$ cat src/rtl/preset_alu_pkg.sv
package preset_alu_pkg;
  typedef enum logic {
    OP_AND = 1'b0,
    OP_ADD = 1'b1
  } core_op_e;
endpackage

$ cat src/rtl/alu_operand_prep.sv
module alu_operand_prep #(
  parameter int WIDTH = 16
) (
  input  logic [WIDTH-1:0] d_i,
  input  logic             zero_i,
  input  logic             inv_i,
  output logic [WIDTH-1:0] d_o
);
  logic [WIDTH-1:0] zeroed;

  assign zeroed = zero_i ? '0 : d_i;
  assign d_o    = inv_i ? ~zeroed : zeroed;

  always_comb begin
    if (zero_i) begin
      assert_prep_const_R1: assert (d_o == {WIDTH{inv_i}})
        else $error("prep constant mismatch");
    end
    if (!zero_i && inv_i) begin
      assert_prep_inv_R2: assert ((d_o & d_i) == '0 && (d_o | d_i) == '1)
        else $error("prep inversion mismatch");
    end
  end
endmodule

$ cat src/rtl/alu_ripple_adder.sv
module alu_ripple_adder #(
  parameter int WIDTH = 16
) (
  input  logic [WIDTH-1:0] a_i,
  input  logic [WIDTH-1:0] b_i,
  output logic [WIDTH-1:0] sum_o
);
  logic [WIDTH-1:0] cin;

  assign cin[0] = 1'b0;

  for (genvar i = 0; i < WIDTH; i++) begin : g_bit
    logic hx;
    assign hx       = a_i[i] ^ b_i[i];
    assign sum_o[i] = hx ^ cin[i];
    if (i < WIDTH - 1) begin : g_carry
      // MSB carry is not built: wrap modulo 2^WIDTH
      assign cin[i+1] = (a_i[i] & b_i[i]) | (hx & cin[i]);
    end
  end

  always_comb begin
    assert_add_lsb_R4: assert (sum_o[0] == (a_i[0] ^ b_i[0]))
      else $error("adder lsb mismatch");
  end
endmodule

$ cat src/rtl/alu_core.sv
module alu_core
  import preset_alu_pkg::*;
#(
  parameter int WIDTH = 16
) (
  input  logic [WIDTH-1:0] a_i,
  input  logic [WIDTH-1:0] b_i,
  input  core_op_e         op_i,
  output logic [WIDTH-1:0] r_o
);
  logic [WIDTH-1:0] sum;

  alu_ripple_adder #(.WIDTH(WIDTH)) u_add (
    .a_i  (a_i),
    .b_i  (b_i),
    .sum_o(sum)
  );

  assign r_o = (op_i == OP_ADD) ? sum : (a_i & b_i);

  always_comb begin
    if (op_i == OP_AND) begin
      assert_core_and_R5: assert ((r_o & ~a_i) == '0 && (r_o & ~b_i) == '0)
        else $error("and result outside operands");
    end
  end
endmodule

$ cat src/rtl/preset_alu.sv
module preset_alu
  import preset_alu_pkg::*;
#(
  parameter int WIDTH = 16
) (
  input  logic [WIDTH-1:0] x_i,
  input  logic [WIDTH-1:0] y_i,
  input  logic             zero_x_i,
  input  logic             inv_x_i,
  input  logic             zero_y_i,
  input  logic             inv_y_i,
  input  logic             add_sel_i,
  input  logic             inv_out_i,
  output logic [WIDTH-1:0] out_o,
  output logic             zero_o,
  output logic             neg_o
);
  localparam int MSB = WIDTH - 1;

  logic [WIDTH-1:0] x_prep, y_prep, core_r;
  core_op_e         op;

  assign op = add_sel_i ? OP_ADD : OP_AND;

  alu_operand_prep #(.WIDTH(WIDTH)) u_prep_x (
    .d_i   (x_i),
    .zero_i(zero_x_i),
    .inv_i (inv_x_i),
    .d_o   (x_prep)
  );

  alu_operand_prep #(.WIDTH(WIDTH)) u_prep_y (
    .d_i   (y_i),
    .zero_i(zero_y_i),
    .inv_i (inv_y_i),
    .d_o   (y_prep)
  );

  alu_core #(.WIDTH(WIDTH)) u_core (
    .a_i(x_prep),
    .b_i(y_prep),
    .op_i(op),
    .r_o(core_r)
  );

  assign out_o  = inv_out_i ? ~core_r : core_r;
  assign zero_o = ~|out_o;
  assign neg_o  = out_o[MSB];

  always_comb begin
    if (!inv_out_i) begin
      assert_out_pass_R6: assert (out_o == core_r)
        else $error("output pass mismatch");
    end
    assert_flags_excl_R7: assert (!(zero_o && neg_o))
      else $error("zero and negative together");
    if (neg_o) begin
      assert_neg_nonzero_R8: assert (out_o != '0)
        else $error("negative with zero result");
    end
  end
endmodule

$ cat config.mk
export PLATFORM = sky130hd
export DESIGN_NAME = preset_alu
export DESIGN_NICKNAME = d
export VERILOG_FILES = /design/src/rtl/preset_alu_pkg.sv /design/src/rtl/alu_operand_prep.sv /design/src/rtl/alu_ripple_adder.sv /design/src/rtl/alu_core.sv /design/src/rtl/preset_alu.sv
export SDC_FILE = /design/constraint.sdc
export NUM_CORES = 1
export LEC_CHECK = 0
export BUFFER_PORTS_ARGS = -buffer_cell sky130_fd_sc_hd__buf_2
export CAP_MARGIN = 15
export CORE_UTILIZATION = 35
export DETAILED_ROUTE_END_ITERATION = 6
export PLACE_DENSITY = 0.57
export SLEW_MARGIN = 15
export SYNTH_ARGS = -nofsm -noshare
export SYNTH_HDL_FRONTEND = slang
export SYNTH_SLANG_ARGS = --single-unit
$ cat constraint.sdc
create_clock -name vclk -period 23.5
set_clock_uncertainty 0.05 [all_clocks]
set_input_delay 1.175 -clock vclk [all_inputs]
set_output_delay 1.175 -clock vclk [all_outputs]
set_load 0.05 [all_outputs]
======== Word-level counts from Yosys, hierarchy flattened ========
Cells that the tools add are included.
storage, ports and cells
  bits in registers ....................... 0
  input bits .............................. 38
cells by class
  mux-type cells .......................... 7
  bitwise gates (word level) .............. 78
  reductions and logical operators ........ 2
operator list
  kind              number
  $mux 16           6
  $not 16->16       3
  $xor 1x1->1       31
  $and 1x1->1       29
  $and 16x16->16    1
  $reduce_or 16->1  1
  $or 1x1->1        14
  $logic_not 1->1   1
  $mux 1            1

======== Longest topological paths before layout ========
  depth in word-level cells ............... 38
  gate-level depth with buffers ........... 24
  depth with buffers taken out ............ 23

======== By module ========
Synthesis repeated with hierarchy kept, for this count alone.
unflattened totals
  cell total of the unflattened synthesis .. 170
  area, all modules ....................... 1,702.9 um^2
modules (own cells, without submodules)
  module            instances  cells each  area each (um^2)  seq. area each (um^2)
  alu_operand_prep  2          35          432.9             0.0
  alu_ripple_adder  1          17          324.1             0.0
  preset_alu        1          32          264.0             0.0
  alu_core          1          51          249.0             0.0

======== Least setup slack after synthesis ========
OpenSTA, ideal clock, no wires.
  path kind ............................... in2out
  from .................................... in inv_x_i
  to ...................................... out zero_o
  data arrival time ....................... 9.656 ns
  setup slack ............................. 12.619 ns
  cell stages on the path ................. 23
  buffers on the path ..................... 2
  cells stage by stage .................... clkbuf_1 buf_2 xnor2_1 ha_1 inv_1 fa_1 fa_1 fa_1 fa_1 fa_1 fa_1 fa_1 fa_1 fa_1 fa_1 fa_1 fa_1 fa_1 fa_1 xnor2_1 mux2i_1 xnor2_1 nor4_2
between the ends
  word-level cells in the longest chain between the ends .. 36
  elaborated cells on any way between the ends .. 81
  those cells by class .................... 3 x mux; 76 x bitwise; 2 x reduce/logical
RTL lines
  item                                        RTL line                                        RTL
  start, declared                             preset_alu.sv:9                                 input logic inv_x_i,
  $mux 16 (*)                                 alu_operand_prep.sv:12                          assign d_o = inv_i ? ~zeroed : zeroed;
  $xor 1x1->1 or $and 1x1->1 (tied branches)  alu_ripple_adder.sv:14, alu_ripple_adder.sv:18
  $and 1x1->1                                 alu_ripple_adder.sv:18                          assign cin[i+1] = (a_i[i] & b_i[i]) | (hx & cin[i]);
  $or 1x1->1                                  alu_ripple_adder.sv:18
  $and 1x1->1                                 alu_ripple_adder.sv:18
  $or 1x1->1                                  alu_ripple_adder.sv:18
  $and 1x1->1                                 alu_ripple_adder.sv:18
  $or 1x1->1                                  alu_ripple_adder.sv:18
  [... 21 more ...]                           --
  $or 1x1->1                                  alu_ripple_adder.sv:18
  $xor 1x1->1                                 alu_ripple_adder.sv:15                          assign sum_o[i] = hx ^ cin[i];
  $mux 16 (*)                                 alu_core.sv:19                                  assign r_o = (op_i == OP_ADD) ? sum : (a_i & b_i);
  $not 16->16                                 preset_alu.sv:46                                assign out_o = inv_out_i ? ~core_r : core_r;
  $mux 16 (*)                                 preset_alu.sv:46
  net neg_o                                   preset_alu.sv:16                                output logic neg_o
  $reduce_or 16->1 (*)                        preset_alu.sv:47                                assign zero_o = ~|out_o;
  $logic_not 1->1 (*)                         preset_alu.sv:47
  end, declared                               preset_alu.sv:15                                output logic zero_o,
Mark *: on every way through the listed nets, which the timed path passes. The rest lies on a longest branch.

======== Final worst setup path ========
  from .................................... in inv_x_i
  to ...................................... out zero_o
between the ends
  word-level cells in the longest chain between the ends .. 36
  elaborated cells on any way between the ends .. 81
  those cells by class .................... 3 x mux; 76 x bitwise; 2 x reduce/logical
RTL lines
  item                                        RTL line
  $mux 16 (*)                                 alu_operand_prep.sv:12
  $xor 1x1->1 or $and 1x1->1 (tied branches)  alu_ripple_adder.sv:14, alu_ripple_adder.sv:18
  $and 1x1->1                                 alu_ripple_adder.sv:18
  $or 1x1->1                                  alu_ripple_adder.sv:18
  $and 1x1->1                                 alu_ripple_adder.sv:18
  $or 1x1->1                                  alu_ripple_adder.sv:18
  $and 1x1->1                                 alu_ripple_adder.sv:18
  $or 1x1->1                                  alu_ripple_adder.sv:18
  [... 20 more ...]                           --
  $and 1x1->1                                 alu_ripple_adder.sv:18
  $or 1x1->1                                  alu_ripple_adder.sv:18
  $xor 1x1->1                                 alu_ripple_adder.sv:15
  $mux 16 (*)                                 alu_core.sv:19
  $not 16->16                                 preset_alu.sv:46
  $mux 16 (*)                                 preset_alu.sv:46
  $reduce_or 16->1 (*)                        preset_alu.sv:47
  $logic_not 1->1 (*)                         preset_alu.sv:47
Every way passes the cells marked *; elsewhere a longest branch is shown, timed or not.

==> flow_results.xml <==
<?xml version="1.0" encoding="UTF-8"?>
<metrics>
  <group name="worst_setup_path">
    <metric name="cp_data_required_time" unit="ns">22.28</metric>
    <metric name="critPathMaxFanout" unit="">16</metric>
    <metric name="cp-end-kind" unit="">output port</metric>
    <metric name="critical_path_class" unit="">input port to output port</metric>
    <metric name="crit_arrival" unit="ns">9.15</metric>
    <metric name="cp_startpoint_kind" unit="">input port</metric>
  </group>
  <group name="yosys">
    <metric name="ys_warn_count" unit="">0</metric>
    <metric name="synthesis.nets" unit="">278</metric>
    <metric name="synth.cell_area" unit="mm^2">0.001637</metric>
    <metric name="compound_gate_portion_of_the_synthesized_area" unit="%">7.110</metric>
    <metric name="post_synth_xor_area_fraction" unit="%">26.22</metric>
    <metric name="post_synth_fa_ha_maj_area_fraction" unit="%">29.36</metric>
    <metric name="dominant_combinational_cell_family_by_area_after_synthesis" unit="">adder cells</metric>
    <metric name="synth_simple_gate_area_share" unit="%">24.01</metric>
    <metric name="yosysSeqAreaShare" unit="%">0</metric>
    <metric name="synth_area_per_cell" unit="um^2">7.793</metric>
    <metric name="yosysUniqueCellTypes" unit="">31</metric>
    <metric name="muxShareOfSynthArea" unit="%">2.829</metric>
    <metric name="synth_cells" unit="">210</metric>
  </group>
  <group name="floorplan">
    <metric name="effective_utilization_at_floorplan" unit="%">37.07</metric>
    <metric name="die_w" unit="um">70.38</metric>
    <metric name="floorplan.rows" unit="">24</metric>
    <metric name="die-area" unit="mm^2">0.004953</metric>
    <metric name="floorplan.io_pins" unit="">56</metric>
    <metric name="core_area" unit="mm^2">0.004414</metric>
    <metric name="die-height" unit="um">70.38</metric>
  </group>
  <group name="cells_and_area">
    <metric name="layout_common_cells" unit="">sky130_fd_sc_hd__buf_2 (56), sky130_fd_sc_hd__xnor2_1 (49), sky130_fd_sc_hd__nand2b_1 (32)</metric>
    <metric name="numSequentialCells" unit="">0</metric>
    <metric name="area.growth.synth_to_final" unit="%">17.28</metric>
    <metric name="final_core_utilization" unit="%">43.48</metric>
    <metric name="net_count_of_the_finished_layout" unit="">323</metric>
    <metric name="nClkBuffers" unit="">0</metric>
    <metric name="final_layout_size_suffix_gt1_share" unit="%">24.11</metric>
    <metric name="antenna_cells_inserted" unit="">0</metric>
    <metric name="final_common_cell" unit="">sky130_fd_sc_hd__buf_2</metric>
    <metric name="regArea" unit="um^2">0</metric>
  </group>
  <group name="drt">
    <metric name="detailedRoute.firstPassIterationCount" unit="">4</metric>
    <metric name="drc" unit="">0</metric>
    <metric name="via_per_inst" unit="">4.557</metric>
    <metric name="detailedRoute.firstIterationViolations" unit="">42</metric>
    <metric name="vias" unit="">1390</metric>
    <metric name="drtAntennaViolNets" unit="">0</metric>
    <metric name="routedWlPerCell" unit="um">10.72</metric>
    <metric name="wirelength" unit="um">3271</metric>
  </group>
  <group name="timing">
    <metric name="setup_repair_after_global_routing_missed_its_margin" unit="">no</metric>
    <metric name="max_slew.worst_pin.slew" unit="ns">0.5963</metric>
    <metric name="timing.final.setup_violations" unit="">0</metric>
    <metric name="fmax" unit="GHz">0.09637</metric>
    <metric name="timing.final.crit_period" unit="ns">10.38</metric>
    <metric name="fin_tns_setup" unit="ns">0</metric>
    <metric name="hold_ws" unit="ns">3.008</metric>
    <metric name="slew-limit-headroom" unit="%">60.24</metric>
    <metric name="period_share" unit="%">44.15</metric>
    <metric name="hold_violations" unit="">0</metric>
    <metric name="finalMaxSlewViolations" unit="">0</metric>
  </group>
  <group name="placed_design">
    <metric name="gp_congestion" unit="">0.8436</metric>
    <metric name="buffer_ports.inserted" unit="">56</metric>
    <metric name="dp_hpwl" unit="um">2870</metric>
  </group>
  <group name="global_route">
    <metric name="grt_antenna_before_repair" unit="">0</metric>
    <metric name="grt_pass1_wl" unit="um">5664</metric>
    <metric name="grt_max_degree" unit="">34</metric>
    <metric name="vias_in_the_first_global_route" unit="">1316</metric>
    <metric name="gr-total-overflow" unit="">0</metric>
    <metric name="overall_track_demand_over_capacity_in_global_routing" unit="%">13.55</metric>
  </group>
  <group name="min_path">
    <metric name="min-delay-path-class" unit="">input port to output port</metric>
  </group>
  <group name="cts">
    <metric name="post_cts.repair.setup_buffers" unit="">0</metric>
    <metric name="post_cts_resized" unit="">0</metric>
    <metric name="ctsHoldBuffers" unit="">0</metric>
  </group>
  <group name="run">
    <metric name="drv_cap" unit="">0</metric>
  </group>
  <group name="run_status">
    <metric name="outcome" unit="">completed</metric>
  </group>
  <group name="power">
    <metric name="power.leakage" unit="uW">0.0009033</metric>
    <metric name="ir_worst_vdd" unit="mV">0.03499</metric>
    <metric name="power.density_cell_area" unit="mW/mm^2">49.31</metric>
  </group>
</metrics>
-- kinds of logic after synthesis --
logic type	count (synthesis)
compound gates	20
xor+xnor	49
fa+ha+maj	30
buf+inv	42
simple gates	66
mux	3
-- per-layer routing --
layer  wire (um)  vias to the layer above  GRT usage (%)
li1            -                      740              -
met1        1601                      618          19.30
met2        1562                       32          24.34
met3         107                        0              0
met4           0                        0              0
met5           0                        -              0
-- layout make-up --
type / count / area (um^2)
fill: 466 / 2495
inverter: 29 / 108.9
multi-input combinational: 168 / 1465
tap: 52 / 65.06
timing repair buffer: 56 / 280.3
-- worst paths after layout --
kind	startpoint	end	cells past startpoint
max	inv_x_i	zero_o	24
min	inv_out_i	out_o[12]	3
-- critical path: stages --
cell and delay, ns:
sky130_fd_sc_hd__buf_2 0.39, sky130_fd_sc_hd__xnor2_1 0.18, sky130_fd_sc_hd__ha_1 0.18, sky130_fd_sc_hd__inv_1 0.05
sky130_fd_sc_hd__fa_1 0.41, sky130_fd_sc_hd__fa_1 0.40, sky130_fd_sc_hd__fa_1 0.39, sky130_fd_sc_hd__fa_1 0.39
sky130_fd_sc_hd__fa_1 0.39, sky130_fd_sc_hd__fa_1 0.39, sky130_fd_sc_hd__fa_1 0.39, sky130_fd_sc_hd__fa_1 0.40
sky130_fd_sc_hd__fa_1 0.46, sky130_fd_sc_hd__fa_1 0.46, sky130_fd_sc_hd__fa_1 0.46, sky130_fd_sc_hd__fa_1 0.46
sky130_fd_sc_hd__fa_1 0.47, sky130_fd_sc_hd__fa_1 0.48, sky130_fd_sc_hd__nand2_1 0.06, sky130_fd_sc_hd__o21ai_0 0.15
sky130_fd_sc_hd__nor4b_1 0.37, sky130_fd_sc_hd__a31oi_1 0.09, sky130_fd_sc_hd__nor4_2 0.24, sky130_fd_sc_hd__buf_2 0.31
-- power by group --
part	switching, uW	internal, uW	total (uW)	leakage [uW]
combinational	61.9	32.7	94.6	0.000903
clock	0	0	0	0
sequential	0	0	0	0
total	61.9	32.7	94.6	0.000903
-- per-stage QoR --
| stage | total power [uW] | worst slack [ns] | cell area (um^2) | instances |
|---|---|---|---|---|
| 5_1_grt | 103.8 | 12.67 | 1919 | 305 |
| 3_5_place_dp | 95.71 | 13.10 | 1919 | 305 |
| 4_1_cts | 95.78 | 13.09 | 1919 | 305 |
| 6_report | 94.64 | 13.12 | 1919 | 305 |
| 3_3_place_gp | 95.48 | 13.23 | 1919 | 305 |
| 2_1_floorplan | 77.09 | 12.62 | 1637 | 210 |
-- Yosys cell counts, drive strengths merged, types with 2 or more instances --
library cell / n / area (um^2)
nand4: 4 / 31.28
nor4: 2 / 18.77
fa: 14 / 280.3
nand3: 2 / 10.01
mux2i: 2 / 20.02
nand2b: 32 / 200.2
or4: 2 / 15.01
ha: 16 / 200.2
xnor2: 49 / 429.2
inv: 29 / 108.9
clkbuf: 5 / 18.77
buf: 8 / 43.78
nand2: 17 / 63.81
o21ai: 16 / 80.08
(Power assumes the default switching activity.)
